<file path="config.mk">
export PLATFORM = sky130hd
export DESIGN_NAME = crc16_engine
export DESIGN_NICKNAME = d
export VERILOG_FILES = /design/src/rtl/crc16_pkg.sv /design/src/rtl/crc16_sequencer.sv /design/src/rtl/crc16_datapath.sv /design/src/rtl/crc16_overrun.sv /design/src/rtl/crc16_engine.sv
export SDC_FILE = /design/constraint.sdc
export NUM_CORES = 1
export LEC_CHECK = 0
export BUFFER_PORTS_ARGS = -buffer_cell sky130_fd_sc_hd__buf_2
export CAP_MARGIN = 25
export CELL_PAD_IN_SITES_DETAIL_PLACEMENT = 1
export CELL_PAD_IN_SITES_GLOBAL_PLACEMENT = 1
export CORE_MARGIN = 4
export CORE_UTILIZATION = 36
export CTS_BUF_LIST = sky130_fd_sc_hd__clkbuf_4 sky130_fd_sc_hd__clkbuf_8 sky130_fd_sc_hd__clkbuf_16
export DETAILED_ROUTE_END_ITERATION = 12
export GPL_TIMING_DRIVEN = 0
export PLACE_DENSITY = 0.8
export SETUP_SLACK_MARGIN = 0.4
export SYNTH_ARGS = -nofsm -noshare
export SYNTH_HDL_FRONTEND = slang
export SYNTH_SLANG_ARGS = --single-unit
</file>
<file path="constraint.sdc">
create_clock -name clk -period 1.9 [get_ports clk]
set_input_delay 0.38 -clock clk [delete_from_list [all_inputs] [get_ports clk]]
set_output_delay 0.38 -clock clk [all_outputs]
set_load 0.01 [all_outputs]
</file>
<file path="src/rtl/crc16_pkg.sv">
package crc16_pkg;
  localparam int CRC_W = 16;
  typedef logic [CRC_W-1:0] crc_t;
  localparam crc_t POLY_REFL = 16'hA001;
  localparam crc_t PRESET    = 16'hFFFF;

  // one reflected shift step: shift right, fold polynomial if a one fell out
  function automatic crc_t crc_shift1(input crc_t c, input crc_t poly);
    crc_t s;
    s = {1'b0, c[CRC_W-1:1]};
    if (c[0]) s = s ^ poly;
    return s;
  endfunction
endpackage

</file>
<file path="src/rtl/crc16_sequencer.sv">
module crc16_sequencer #(
  parameter int DATA_W = 8
) (
  input  logic clk,
  input  logic rst_n,
  input  logic clear_i,
  input  logic in_valid_i,
  output logic in_ready_o,
  output logic accept_o,
  output logic step_o,
  output logic busy_o
);
  localparam int CNT_W = (DATA_W > 2) ? $clog2(DATA_W) : 1;
  localparam logic [CNT_W-1:0] REMAIN = CNT_W'(DATA_W - 1);

  logic [CNT_W-1:0] left_q;

  assign busy_o     = (left_q != '0);
  assign in_ready_o = ~busy_o;
  assign accept_o   = in_valid_i & in_ready_o & ~clear_i;
  assign step_o     = busy_o & ~clear_i;

  always_ff @(posedge clk or negedge rst_n) begin
    if (!rst_n)        left_q <= '0;
    else if (clear_i)  left_q <= '0;
    else if (accept_o) left_q <= REMAIN;
    else if (busy_o)   left_q <= left_q - 1'b1;
  end
endmodule

</file>
<file path="src/rtl/crc16_datapath.sv">
module crc16_datapath
  import crc16_pkg::*;
#(
  parameter int   DATA_W = 8,
  parameter crc_t POLY   = POLY_REFL,
  parameter crc_t INIT   = PRESET
) (
  input  logic              clk,
  input  logic              rst_n,
  input  logic              clear_i,
  input  logic              load_i,
  input  logic              step_i,
  input  logic [DATA_W-1:0] data_i,
  output crc_t              crc_o
);
  crc_t crc_q;
  crc_t folded;

  assign folded = crc_q ^ crc_t'(data_i);
  assign crc_o  = crc_q;

  always_ff @(posedge clk or negedge rst_n) begin
    if (!rst_n)       crc_q <= INIT;
    else if (clear_i) crc_q <= INIT;
    else if (load_i)  crc_q <= crc_shift1(folded, POLY);
    else if (step_i)  crc_q <= crc_shift1(crc_q, POLY);
  end
endmodule

</file>
<file path="src/rtl/crc16_overrun.sv">
module crc16_overrun (
  input  logic clk,
  input  logic rst_n,
  input  logic clear_i,
  input  logic in_valid_i,
  input  logic in_ready_i,
  output logic overrun_o
);
  logic flag_q;
  assign overrun_o = flag_q;

  always_ff @(posedge clk or negedge rst_n) begin
    if (!rst_n)                       flag_q <= 1'b0;
    else if (clear_i)                 flag_q <= 1'b0;
    else if (in_valid_i && !in_ready_i) flag_q <= 1'b1;
  end
endmodule

</file>
<file path="src/rtl/crc16_engine.sv">
module crc16_engine
  import crc16_pkg::*;
#(
  parameter int   DATA_W = 8,
  parameter crc_t POLY   = POLY_REFL,
  parameter crc_t INIT   = PRESET
) (
  input  logic              clk,
  input  logic              rst_n,
  input  logic              clear_i,
  input  logic              in_valid_i,
  input  logic [DATA_W-1:0] in_data_i,
  output logic              in_ready_o,
  output logic              busy_o,
  output logic [CRC_W-1:0]  crc_o,
  output logic [7:0]        crc_lo_o,
  output logic [7:0]        crc_hi_o,
  output logic              residue_ok_o,
  output logic              overrun_o
);
  logic accept, step;
  crc_t crc;

  crc16_sequencer #(.DATA_W(DATA_W)) seq_i (
    .clk(clk), .rst_n(rst_n), .clear_i(clear_i), .in_valid_i(in_valid_i),
    .in_ready_o(in_ready_o), .accept_o(accept), .step_o(step), .busy_o(busy_o)
  );

  crc16_datapath #(.DATA_W(DATA_W), .POLY(POLY), .INIT(INIT)) dp_i (
    .clk(clk), .rst_n(rst_n), .clear_i(clear_i), .load_i(accept),
    .step_i(step), .data_i(in_data_i), .crc_o(crc)
  );

  crc16_overrun ovr_i (
    .clk(clk), .rst_n(rst_n), .clear_i(clear_i), .in_valid_i(in_valid_i),
    .in_ready_i(in_ready_o), .overrun_o(overrun_o)
  );

  assign crc_o        = crc;
  assign crc_lo_o     = crc[7:0];
  assign crc_hi_o     = crc[15:8];
  assign residue_ok_o = in_ready_o & (crc == '0);
endmodule

</file>
**Word-level counts from Yosys, hierarchy flattened**

Cells that the tools add are included.

- Divide/modulo/power cells: 0
- Magnitude comparators: 0
- Bitwise operators: 9
- Eq/ne operators: 0
- Shifts and indexed selects: 0
- Reduce and logical (&&, ||, !) cells: 6
- Multiply operators: 0
- Mux-type cells: 10
- Add/subtract/negate cells: 1

Operators by type and width:

| operator | number |
|---|---|
| $mux 16 | 5 |
| $logic_not 16->1 | 1 |
| $xor 16x8->16 | 1 |
| $mux 3 | 3 |
| $reduce_bool 3->1 | 3 |
| $not 2->3 | 2 |
| $and 1x1->1 | 4 |
| $sub 3x1->3 const B | 1 |
| $mux 1 | 2 |
| $not 1->1 | 2 |
| $reduce_bool 2->1 | 1 |
| $logic_and 1x1->1 | 1 |

- Output and inout bits: 36
- Latch bits: 0
- Register bits: 20
- ROM bits: 0
- Bits in writable memories: 0
- Memories: 0
- Bits of input ports: 12
- Word-level logic and storage cells: 29

**Depth between registers and ports, before layout**

- Depth in word-level cells: 6
- Gate-level depth with buffers: 9
- Depth with buffers taken out: 7

**Modules after synthesis**

A second synthesis with hierarchy kept.

- Cells, all modules: 140
- Area total of the unflattened synthesis: 1293.7 um^2

Modules (own cells, without submodules):

| module | cells each | seq. area each (um^2) | area an instance (um^2) | instances |
|---|---|---|---|---|
| crc16_datapath | 93 | 420.4 | 867.1 | 1 |
| crc16_sequencer | 21 | 75.1 | 219.0 | 1 |
| crc16_engine | 22 | 0.0 | 163.9 | 1 |
| crc16_overrun | 4 | 25.0 | 43.8 | 1 |

**Least setup slack after synthesis**

Ideal clock, no wire load.

- Path type: register -> output
- From: register seq_i.left_q[0]
- To: output port residue_ok_o
- Path slack: 0.013 ns
- Data arrival time: 1.507 ns
- Buffers on the path: 2
- Stages on the path, launching flop included: 9
- Data required time: 1.520 ns
- Cell sequence: dfrtp_1 inv_1 ha_1 nand2b_4 buf_12 inv_8 clkbuf_8 nand4_1 nor4_1

- Cells in the longest elaborated chain, start to end: 3

RTL lines:

| element | RTL line | source |
|---|---|---|
| from (decl) | crc16_sequencer.sv:16 | `logic [CNT_W-1:0] left_q;` |
| from (signal assigned) | crc16_sequencer.sv:27 | `else if (busy_o) left_q <= left_q - 1'b1;` |
| $reduce_bool 3->1 | crc16_sequencer.sv:18 | `assign busy_o = (left_q != '0);` |
| named net busy_o | crc16_engine.sv:14 | `output logic busy_o,` |
| $not 1->1 | crc16_sequencer.sv:19 | `assign in_ready_o = ~busy_o;` |
| named net in_ready_o | crc16_engine.sv:13 | `output logic in_ready_o,` |
| $and 1x1->1 | crc16_engine.sv:42 | `assign residue_ok_o = in_ready_o & (crc == '0);` |
| to (decl) | crc16_engine.sv:18 | `output logic residue_ok_o,` |

The timed path passes the listed nets, and every way through them passes these cells.

**Worst setup path after layout**

- From: register seq_i.left_q[0]
- To: output port residue_ok_o

- Cells in the longest elaborated chain, start to end: 3

RTL lines:

| element | RTL line |
|---|---|
| $reduce_bool 3->1 | crc16_sequencer.sv:18 |
| $not 1->1 | crc16_sequencer.sv:19 |
| $and 1x1->1 | crc16_engine.sv:42 |

Every way passes these cells.

==> flow_summary_export.csv <==
group,metric,value,unit
run_status,outcome,"finished with violations",
run_status,failed_checks,"setup timing",
sta,max_slew_margin,65.4,%
grt,grt_max_degree,21,
drt,wl,4.53,mm
synthesis,synth_top_area_share,31.9,%
place,dpl_worst_slack,-76.2,ps
finish,areaGrowthSynthToFinish,55.1,%
finish,drive_above_1_share,66.3,%
grt,antenna_found_initial,0,
cts,ctsHoldBuffers,0,
drt,routed_via_density,5.02,
sta,fin_crit,2090,ps
power,powerDensity,1740,nW/um^2
sta,tns,-187,ps
synthesis,yosysSeqAreaShare,39.5,%
setup_path,max_stage_delay,390,ps
worst_hold_path,hold_class,"in2async",
run,maxCapViolCount,0,
synthesis,ys_types,34,
sta,skew,1.10,ps
sta,holdWs,56.0,ps
synthesis,async_flop_share,100,%
synthesis,synth-seq-cells,20,
grt,grt_pass1_wl,6.35,mm
floorplanning,core_area,3440,um^2
sta,final_max_slew_viol_count,0,
sta,setup_viol,1,
drt,wire_per_inst,17.8,um
grt,grt_pass1_vias,1261,
cts,clock_latency,260,ps
floorplanning,rows,21,
setup_path,start_kind,"flop",
floorplanning,fp.dieH,68.5,um
power,p_leak,0.938,nW
setup_path,critPathRequiredTime,1520,ps
sta,hold_viol,0,
synthesis,netlist_area,1320,um^2
grt,track_usage,18.3,%
finish,fin_util,59.4,%
floorplanning,die_x,68.5,um
finish,final_cell_area,2050,um^2
finish,stdcell_count,254,
sta,min_period_over_period,110,%
place,place_area,1650,um^2
place,dp_cells,230,
setup_path,path_cells,"inv_2, ha_4, nand2b_4, buf_12, inv_12, clkbuf_16, nand4_1, nor4_4, buf_2",
synthesis,synth_commonest_cells,"buf_4, dfstp_2, nand2_1",
sta,setup_ws,-187,ps
sta,fmax,0.479,GHz
setup_path,path_max_fanout,2,
drt,drtPass1Iterations,4,
setup_path,cp-end-kind,"output port",
power,totalPowerFinal,3.55,mW
sta,tightest_slew,519,ps
drt,drc_errors,0,
finish,n_antenna_cell,0,
floorplanning,num_io_pins,48,
drt,first_iter_violations,44,
floorplanning,dieArea,4700,um^2
drt,ant_nets,0,
finish,multi_input_area,677,um^2
synthesis,yosys_warnings,0,
finish,nNetsFinal,224,
cts,numCtsBuffers,3,
setup_path,crit_type,"reg2out",
synthesis,syn_avg_cell_area,9.56,um^2
setup_path,arrival,1710,ps
synthesis,synth_edf_count,0,
grt,gr-total-overflow,0,
cts,cts.sinks,20,
synthesis,synthCells,138,
place,dp_hpwl,2.78,mm
finish,ff_latch_area,520,um^2
cts,clockBufferDepth,2,
floorplanning,start_util,38.3,%
synthesis,synthFlopType,"dfstp_2",
cts,tritoncts,"built",
synthesis,syn-num-nets,153,
setup_path,crit_path_top_delay_cell,"dfrtp_1",
sta,rsz0062_at_grt,"yes",
cts,cts.root.buffer_cell,"clkbuf_8",
cts,clk_pin_slew,80,ps
place,gp_congestion,0.712,
cts,htree_levels,1,
place,port_buffers,46,
synthesis,yosysTopAreaCell,"dfstp_2",
synthesis,ys_top_cells_by_area,"dfstp_2, buf_4, dfrtp_1, nand2_1, a21o_1",
power,irDropWorstVdd,0.000648,V
finish,nFillCells,397,
drt,route.vias.total,1276,
## layout make-up
class | instances | area share [%]
Multi-Input combinational cell | 89 | 33.1
Sequential cell | 20 | 25.4
Timing Repair Buffer | 66 | 23.1
Buffer | 23 | 10.3
Tap cell | 46 | 2.81
Clock buffer | 3 | 2.02
Inverter | 6 | 1.71
Clock inverter | 1 | 1.47
## cells by family (layout without fill, tap and decap cells)
kind of cell	after synthesis	after routing	synth area share, %
AO/OA/AOI/OAI	29	29	15.3
XOR/XNOR	3	3	3.13
AND/OR/NAND/NOR	54	54	23.2
adder cells (fa/ha/maj)	3	3	2.85
flip-flops	20	20	39.5
buffers and inverters	29	99	16.0
## flip-flops by register name, indices dropped and copies added (netlist names)
| register | count |
|---|---|
| dp_i.crc_o | 16 |
| seq_i.left_q | 3 |
| ovr_i.overrun_o | 1 |
## worst paths after layout
check | from | to | slack (ps) | cells past startpoint
setup / recovery | seq_i.left_q[0] | residue_ok_o | -190 | 9
hold reg to reg | ovr_i.overrun_o | ovr_i.overrun_o | 510 | 2
min in group clk | clear_i | dp_i.crc_o[0] | 490 | 3
max in group asynchronous | rst_n | dp_i.crc_o[1] | 1500 | 1
hold / removal | rst_n | ovr_i.overrun_o | 60 | 1
setup reg to reg | seq_i.left_q[0] | dp_i.crc_o[5] | 280 | 10
## power breakdown
part	internal, mW	switching [mW]
registers	0.652	0.211
logic	1.28	0.977
clock network	0.281	0.153
## layer usage
metal | global-route usage [%] | wire [um] | vias to the layer above
met5 | 0 | 0 | -
met4 | 5.96 | 63 | 0
met3 | 1.46 | 158 | 7
met2 | 33.3 | 2450 | 33
met1 | 22.8 | 1850 | 628
li1 | - | - | 608
## worst max-delay path: cells and delay by family (launching register included)
family,cells,cell delay [ps]
adders and majority gates,1,150
buffers and inverters,5,550
DFF,1,390
and+or+nand+nor,3,350
## repair_timing
action,4_1_cts,5_1_grt
pin swaps,5,9
gates cloned,0,0
setup buffers,6,14
endpoints found under the hold margin,0,0
gates resized for setup,7,35
setup endpoints to repair,9,28
## layout by cell type (no fill, tap or decap), types with 2 or more instances in the layout
| master | synthesis | layout |
|---|---|---|
| clkbuf_1 | 3 | 3 |
| clkbuf_8 | 1 | 3 |
| nand2_1 | 15 | 10 |
| buf_4 | 16 | 22 |
| and3_2 | 7 | 7 |
| a21o_1 | 7 | 7 |
| nor2_1 | 11 | 10 |
| inv_1 | 5 | 3 |
| a211oi_1 | 4 | 2 |
| inv_2 | 0 | 2 |
| a211oi_2 | 0 | 2 |
| dfrtp_1 | 4 | 4 |
| nand2_2 | 0 | 5 |
| buf_8 | 0 | 4 |
| o22a_2 | 3 | 3 |
| dfstp_2 | 16 | 16 |
| ha_1 | 3 | 2 |
| a21oi_1 | 3 | 2 |
| nor3_1 | 3 | 2 |
| nand3b_1 | 7 | 7 |
| buf_6 | 1 | 18 |
| nor4_1 | 4 | 3 |
| o22a_1 | 3 | 3 |
| buf_2 | 1 | 40 |
| nand2b_4 | 2 | 2 |
| o21ai_0 | 7 | 6 |
Power figures use the tool's default switching activity.
